`config.mk`:
```
export PLATFORM = sky130hd
export DESIGN_NAME = seg_access_guard
export DESIGN_NICKNAME = d
export VERILOG_FILES = /design/src/rtl/seg_guard_pkg.sv /design/src/rtl/seg_bound_check.sv /design/src/rtl/seg_rights_check.sv /design/src/rtl/seg_type_check.sv /design/src/rtl/seg_access_guard.sv
export SDC_FILE = /design/constraint.sdc
export NUM_CORES = 1
export LEC_CHECK = 0
export ABC_CLOCK_PERIOD_IN_PS = 5500
export BUFFER_PORTS_ARGS = -buffer_cell sky130_fd_sc_hd__buf_4
export CORE_MARGIN = 8
export CORE_UTILIZATION = 40
export CTS_CLUSTER_DIAMETER = 200
export CTS_CLUSTER_SIZE = 40
export DETAILED_ROUTE_END_ITERATION = 8
export PLACE_DENSITY = 0.62
export SETUP_SLACK_MARGIN = 0.4
export SKIP_CTS_REPAIR_TIMING = 1
export SYNTH_ARGS = -nofsm -noshare
export SYNTH_HDL_FRONTEND = slang
export SYNTH_HIERARCHICAL = 1
export SYNTH_SLANG_ARGS = --single-unit
```
`constraint.sdc`:
```
create_clock -name clk -period 5.5 [get_ports clk]
set_input_delay 1.1 -clock clk [delete_from_list [all_inputs] [get_ports clk]]
set_output_delay 1.1 -clock clk [all_outputs]
set_load 0.02 [all_outputs]
```
`src/rtl/seg_guard_pkg.sv`:
```
package seg_guard_pkg;

   typedef enum logic [1:0] {
      ACC_FETCH = 2'd0,
      ACC_READ  = 2'd1,
      ACC_WRITE = 2'd2,
      ACC_RSVD  = 2'd3
   } acc_kind_e;

   typedef enum logic [1:0] {
      FLT_NONE = 2'd0,
      FLT_GP   = 2'd1,
      FLT_NP   = 2'd2,
      FLT_RSVD = 2'd3
   } fault_e;

endpackage

```
`src/rtl/seg_bound_check.sv`:
```
module seg_bound_check
   import seg_guard_pkg::*;
#(
   parameter int ADDR_W = 32,
   parameter int SIZE_W = 3
) (
   input  acc_kind_e          kind,
   input  logic [ADDR_W-1:0]  offset,
   input  logic [SIZE_W-1:0]  size,
   input  logic [ADDR_W-1:0]  limit,
   input  logic               expand_down,
   output logic               bound_fault
);
   localparam int EXT_W = ADDR_W + 1;

   logic [EXT_W-1:0] last_byte;
   logic [EXT_W-1:0] limit_ext;
   logic             upward_rule;
   logic             over_top;
   logic             under_floor;

   generate
      if (SIZE_W >= EXT_W) begin : g_size_err
         $error("seg_bound_check: SIZE_W must be narrower than ADDR_W+1");
      end
   endgenerate

   always_comb begin
      last_byte   = {1'b0, offset} + EXT_W'(size) - EXT_W'(1);
      limit_ext   = {1'b0, limit};
      upward_rule = (kind == ACC_FETCH) || !expand_down;
      over_top    = last_byte > limit_ext;
      under_floor = offset < limit;
      bound_fault = upward_rule ? over_top : under_floor;
   end

endmodule

```
`src/rtl/seg_rights_check.sv`:
```
module seg_rights_check
   import seg_guard_pkg::*;
#(
   parameter int PRIV_W = 2
) (
   input  acc_kind_e          kind,
   input  logic [PRIV_W-1:0]  cpl,
   input  logic [PRIV_W-1:0]  rpl,
   input  logic [PRIV_W-1:0]  dpl,
   output logic               priv_fault
);
   logic cpl_bad;
   logic rpl_bad;

   always_comb begin
      cpl_bad    = cpl > dpl;
      rpl_bad    = (kind != ACC_FETCH) && (rpl > dpl);
      priv_fault = cpl_bad || rpl_bad;
   end

endmodule

```
`src/rtl/seg_type_check.sv`:
```
module seg_type_check
   import seg_guard_pkg::*;
(
   input  acc_kind_e  kind,
   input  logic       exec,
   input  logic       rw,
   output logic       type_fault
);
   always_comb begin
      unique case (kind)
         ACC_FETCH: type_fault = !exec;
         ACC_WRITE: type_fault = exec || !rw;
         default:   type_fault = exec && !rw;
      endcase
   end

endmodule

```
`src/rtl/seg_access_guard.sv`:
```
module seg_access_guard
   import seg_guard_pkg::*;
#(
   parameter int ADDR_W = 32,
   parameter int SIZE_W = 3,
   parameter int PRIV_W = 2
) (
   input  logic               clk,
   input  logic               rst_n,
   input  logic               req_valid,
   input  logic [1:0]         req_kind,
   input  logic [ADDR_W-1:0]  req_offset,
   input  logic [SIZE_W-1:0]  req_size,
   input  logic [ADDR_W-1:0]  desc_base,
   input  logic [ADDR_W-1:0]  desc_limit,
   input  logic               desc_expand_down,
   input  logic               desc_present,
   input  logic               desc_exec,
   input  logic               desc_rw,
   input  logic [PRIV_W-1:0]  desc_dpl,
   input  logic [PRIV_W-1:0]  sel_rpl,
   input  logic [PRIV_W-1:0]  cur_cpl,
   input  logic               prot_en,
   output logic               rsp_valid,
   output logic [1:0]         rsp_fault,
   output logic               rsp_ok,
   output logic [ADDR_W-1:0]  rsp_linear
);
   generate
      if (ADDR_W < 8) begin : g_addr_err
         $error("seg_access_guard: ADDR_W must be at least 8");
      end
      if (SIZE_W < 3) begin : g_size_err
         $error("seg_access_guard: SIZE_W must hold the value 4");
      end
      if (PRIV_W < 1) begin : g_priv_err
         $error("seg_access_guard: PRIV_W must be positive");
      end
   endgenerate

   acc_kind_e         kind;
   logic              bound_fault;
   logic              priv_fault;
   logic              type_fault;
   fault_e            verdict;
   logic [ADDR_W-1:0] lin_sum;

   assign kind = acc_kind_e'(req_kind);

   seg_bound_check #(
      .ADDR_W (ADDR_W),
      .SIZE_W (SIZE_W)
   ) i_bound (
      .kind        (kind),
      .offset      (req_offset),
      .size        (req_size),
      .limit       (desc_limit),
      .expand_down (desc_expand_down),
      .bound_fault (bound_fault)
   );

   seg_rights_check #(
      .PRIV_W (PRIV_W)
   ) i_rights (
      .kind       (kind),
      .cpl        (cur_cpl),
      .rpl        (sel_rpl),
      .dpl        (desc_dpl),
      .priv_fault (priv_fault)
   );

   seg_type_check i_type (
      .kind       (kind),
      .exec       (desc_exec),
      .rw         (desc_rw),
      .type_fault (type_fault)
   );

   // Fixed priority: bound, presence, privilege, type.
   always_comb begin
      if (bound_fault)        verdict = FLT_GP;
      else if (!prot_en)      verdict = FLT_NONE;
      else if (!desc_present) verdict = FLT_NP;
      else if (priv_fault)    verdict = FLT_GP;
      else if (type_fault)    verdict = FLT_GP;
      else                    verdict = FLT_NONE;
      lin_sum = desc_base + req_offset;
   end

   always_ff @(posedge clk) begin
      if (!rst_n) begin
         rsp_valid  <= 1'b0;
         rsp_fault  <= FLT_NONE;
         rsp_ok     <= 1'b0;
         rsp_linear <= '0;
      end else begin
         rsp_valid <= req_valid;
         if (req_valid) begin
            rsp_fault <= verdict;
            rsp_ok    <= (verdict == FLT_NONE);
            if (verdict == FLT_NONE) rsp_linear <= lin_sum;
         end else begin
            rsp_fault <= FLT_NONE;
            rsp_ok    <= 1'b0;
         end
      end
   end

endmodule

```
Yosys cells after proc, flatten, opt, wreduce, memory -nomap -nowiden --
Cells that the tools add are included.
Storage, ports and cells: input port bits 115, output and inout bits 36, register bits 36
Operators by class: equal/unequal tests 1, add/sub/neg operators 3, magnitude comparators 4, multiplexer cells 7, reduce and logical (&&, ||, !) cells 13
Operators with widths (count):
- 32-bit by 3-bit adder with 33-bit output | 1
- 33-bit by 32-bit greater-than comparator with 1-bit output | 1
- 33-bit by 1-bit subtractor with 33-bit output, second input constant | 1
- 32-bit adder | 1
- 32-bit < comparator | 1
- 2-bit two-way mux | 3
- 2-bit greater-than comparator | 2
- 2-bit logical NOT | 2
- 2-bit AND reduction | 2
- 1-bit logical NOT | 3
- 1-bit logical OR | 3
- 1-bit two-way mux | 3
- 2-bit equality test, second input constant | 1
- 1-bit logical AND | 2
- 1-bit case mux with 2 select lines | 1
- 2-bit nonzero test | 1

Logic depth before layout (Yosys ltp) --
word-level depth 10, depth in mapped cells 30

Hierarchy --
The synthesis kept the hierarchy.
Modules (own cells, without submodules):
- seg_bound_check | instances 1, cells an instance 453, area each 3226.8 um^2
- seg_access_guard | instances 1, cells an instance 418, area each 3141.8 um^2
- seg_rights_check | instances 1, cells an instance 15, area each 98.8 um^2
- seg_type_check | instances 1, cells an instance 4, area each 33.8 um^2

Worst setup path before layout --
Ideal clock, no wire load.
path kind input port to flip-flop, start input req_offset[2], end register rsp_linear[28], slack -0.254 ns, data required time 5.394 ns, setup time 0.106 ns, buffers on the path 0, cell stages on the path 25, arrival 5.648 ns, path through inv_1 ha_1 inv_1 ha_1 a21oi_1 o2111ai_2 nor2_1 nor3_2 o31ai_1 nand2b_1 a41o_1 a31oi_1 xnor2_1 ha_1 nand4_1 nor2_1 nand2_1 nor4_1 a21oi_1 and3_1 a211o_1 a211oi_1 nand2_1 or4b_1 o311ai_0
Between the ends: word-level cells in the longest chain between the ends 7, elaborated cells between the ends (all ways) 9, classes of those cells add/sub: 3; order compare: 2; mux: 2; reduce/logical: 2
RTL lines:
- start: declaration | line seg_access_guard.sv:12 | input logic [ADDR_W-1:0] req_offset,
- 32-bit by 3-bit adder with 33-bit output | line seg_bound_check.sv:29 | last_byte = {1'b0, offset} + EXT_W'(size) - EXT_W'(1);
- 33-bit by 1-bit subtractor with 33-bit output | line seg_bound_check.sv:29
- 33-bit by 32-bit greater-than comparator with 1-bit output | line seg_bound_check.sv:32 | over_top = last_byte > limit_ext;
- 1-bit two-way mux * | line seg_bound_check.sv:34 | bound_fault = upward_rule ? over_top : under_floor;
- via bound_fault | line seg_access_guard.sv:42 | logic bound_fault;
- 2-bit two-way mux * | line seg_access_guard.sv:81 | if (bound_fault) verdict = FLT_GP;
- 2-bit logical NOT * | line seg_access_guard.sv:101 | if (verdict == FLT_NONE) rsp_linear <= lin_sum;
- 2-bit AND reduction (no source line) *
- end signal: assignment | line seg_access_guard.sv:101
- end: declaration | line seg_access_guard.sv:27 | output logic [ADDR_W-1:0] rsp_linear
Mark *: on every way through the listed nets, which the timed path passes. The rest lies on a longest branch. A chain may end at the register's enable or synchronous reset.

Final worst setup path --
start input req_offset[2], end register rsp_linear[9]
Same word-level chain as after synthesis.

==> qor.yml <==
cts_tree: "done"
tns_ns: -0.975
start_kind: "primary input"
p_leak_nw: 4.76
yosysWarnings: 6
cts_root_buf: "clkbuf_16"
drt_iter0_drc: 370
min_period_over_period_pct: 102
antenna_found_initial: 1
grt_pass1_vias: 6760
globalplace.congestion: 0.863
worstMarginPinSlew_ns: 0.668
drive_gt1_share_pct: 30.6
period_needed_ns: 5.61
finalSetupViolCount: 21
io_pins: 151
finClkSkew_ns: 0
hold_class: "reg2reg"
power.density_cell_area_mw_per_mm2: 174
die_area_mm2: 0.0206
syn_nets: 1139
area.growth.synth_to_final_pct: 43.9
slowest_delay_ns: 0.37
avgSynthCellArea_um2: 7.30
synthArstFlopShare_pct: 0
cp_slowest_cell: "a211o_4"
synth-edff-count: 0
path_class: "in2reg"
setup_slack_ns: -0.107
hold-worst-slack_ns: 0.457
dp_hpwl_um: 18400
failed_checks: "negative setup slack"
core_mm2: 0.0159
worstPathMaxFanout: 7
vias: 7127
routedWlPerCell_um: 15.6
synth-seq-cells: 36
ant_nets: 0
grtUsageTotal_pct: 19.7
die_w_um: 143
h-tree-depth: 2
firstDrtPassIters: 5
relSlewSlack_pct: 55.0
cts_num_sinks: 36
max_freq_ghz: 0.178
grt_first_pass_wirelength_um: 33000
drc: 0
syn_inst: 890
grt_max_degree: 56
fin_nets: 1396
wl_um: 21300
status: "finished with violations"
critPathCaptureType: "flip-flop"
clock_latency_ns: 0.28
ys_types: 73
io_buffers: 150
worstPathArrival_ns: 5.83
place_ws_ns: -0.732
synth_area_mm2: 0.00650
hold_viol: 0
gr-total-overflow: 0
placed_cells_incl_taps: 1342
cts.clk_slew.worst_paths_ns: 0.06
start_util_pct: 40.9
ys.flop_type: "dfxtp_1"
cts_buffers: 5
die_h_um: 143
slew_violations: 0
row_count: 46
stdcell_count: 1365
crit_required_ns: 5.72
max-vdd-ir-drop_uv: 155
cts_buffer_depth: 2
maxCapViolCount: 0
viasPerCell: 5.22
grt_setup_unrepaired: "yes"
seq_area_frac_synth_pct: 11.1
## report_power, final
group | switching [W] | total, W | internal [W]
clock network | 0.000111 | 0.000323 | 0.000213
logic | 0.000508 | 0.00100 | 0.000496
registers | 0.0000134 | 0.000297 | 0.000283
## cells in the mapped netlist, types with 16 or more instances
cell	instances	area [µm²]
ha_1	132	1650
inv_1	104	390
a21oi_1	91	455
nand2_1	75	282
o21ai_0	67	335
nor2_1	40	150
a21o_1	39	293
dfxtp_1	36	721
nand3_1	33	165
xnor2_1	26	228
nand4_1	23	144
clkbuf_1	20	75.1
xor2_1	16	140
## cell families after synthesis
kind of cell               Yosys count  share of synthesized area [%]
AOI/OAI and AO/OA                  294                           29.1
xor gates and xnor gates            42                           5.66
adders and majority gates          134                           26.0
buffers and inverters              129                           7.51
DFF                                 36                           11.1
muxes                                2                          0.308
and+or+nand+nor                    253                           20.3
## per-layer routing
| metal | vias up | GRT usage, % | wire length [µm] |
|---|---|---|---|
| met5 | - | 0 | 0 |
| met2 | 135 | 32.9 | 10000 |
| li1 | 3778 | - | - |
| met3 | 28 | 1.59 | 770 |
| met1 | 3186 | 26.3 | 9970 |
| met4 | 0 | 5.87 | 520 |
## cells in the final DEF, fill, tap and decap left out, types with 4 or more instances in the layout
cell / synthesis / routed
buf_4: 0 / 257
ha_1: 132 / 128
inv_1: 104 / 96
a21oi_1: 91 / 87
nand2_1: 75 / 61
o21ai_0: 67 / 53
a21o_1: 39 / 39
nor2_1: 40 / 38
dfxtp_1: 36 / 36
nand3_1: 33 / 32
xnor2_1: 26 / 26
nand4_1: 23 / 23
xor2_1: 16 / 16
o21ai_1: 2 / 14
and2_1: 13 / 12
o21bai_1: 10 / 10
and3_1: 9 / 9
nand3b_1: 9 / 9
nand2_2: 0 / 9
nor2b_1: 10 / 9
clkbuf_16: 0 / 9
a31oi_1: 9 / 8
buf_6: 0 / 8
o211ai_1: 7 / 7
a211oi_1: 8 / 7
nor3_1: 7 / 6
nand2_4: 0 / 5
inv_2: 0 / 5
nand2b_1: 5 / 5
buf_12: 0 / 5
nor3b_1: 5 / 4
a21boi_2: 0 / 4
nand4b_1: 4 / 4
o311ai_1: 0 / 4
ha_4: 0 / 4
## flip-flops by register name (all words and copies together), names as in the netlist
name / cells
rsp_fault: 2
rsp_valid: 1
rsp_linear: 32
rsp_ok: 1
## layout make-up
class	instances	area, µm²
Antenna cell	1	2.50
Tap cell	216	270
Timing Repair Buffer	275	2230
Clock buffer	5	125
Inverter	104	398
Multi-Input combinational cell	725	5560
Fill cell	1537	6530
Clock inverter	3	42.5
Sequential cell	36	721
## critical path, delay by kind of cell
family | cells | cell delay, ns
buffers and inverters | 6 | 0.58
AO/OA/AOI/OAI | 8 | 1.75
multiplexers | 1 | 0.09
XOR/XNOR | 1 | 0.08
adder cells (fa/ha/maj) | 3 | 0.81
AND/OR/NAND/NOR | 10 | 1.42
## stage by stage
step	area, µm²	utilization, %	total power, W
after global placement	8740	55.0	0.00121
after global routing	9360	58.9	0.00175
after CTS	8910	56.1	0.00155
after detailed placement	8740	55.0	0.00122
final	9360	58.9	0.00162
after floorplan	6570	-	0.000859
## path summary, 6_finish.rpt
path / slack [ns] / end / depth (start not counted) / start
setup / recovery: -0.11 / rsp_linear[9]$_SDFFE_PN0P_ / 29 / req_offset[2]
hold reg to reg: 0.46 / rsp_linear[20]$_SDFFE_PN0P_ / 2 / rsp_linear[20]$_SDFFE_PN0P_
setup reg to reg: 4.71 / rsp_linear[24]$_SDFFE_PN0P_ / 3 / rsp_linear[24]$_SDFFE_PN0P_
hold / removal: 0.46 / rsp_linear[20]$_SDFFE_PN0P_ / 2 / rsp_linear[20]$_SDFFE_PN0P_
(Power assumes the default switching activity.)
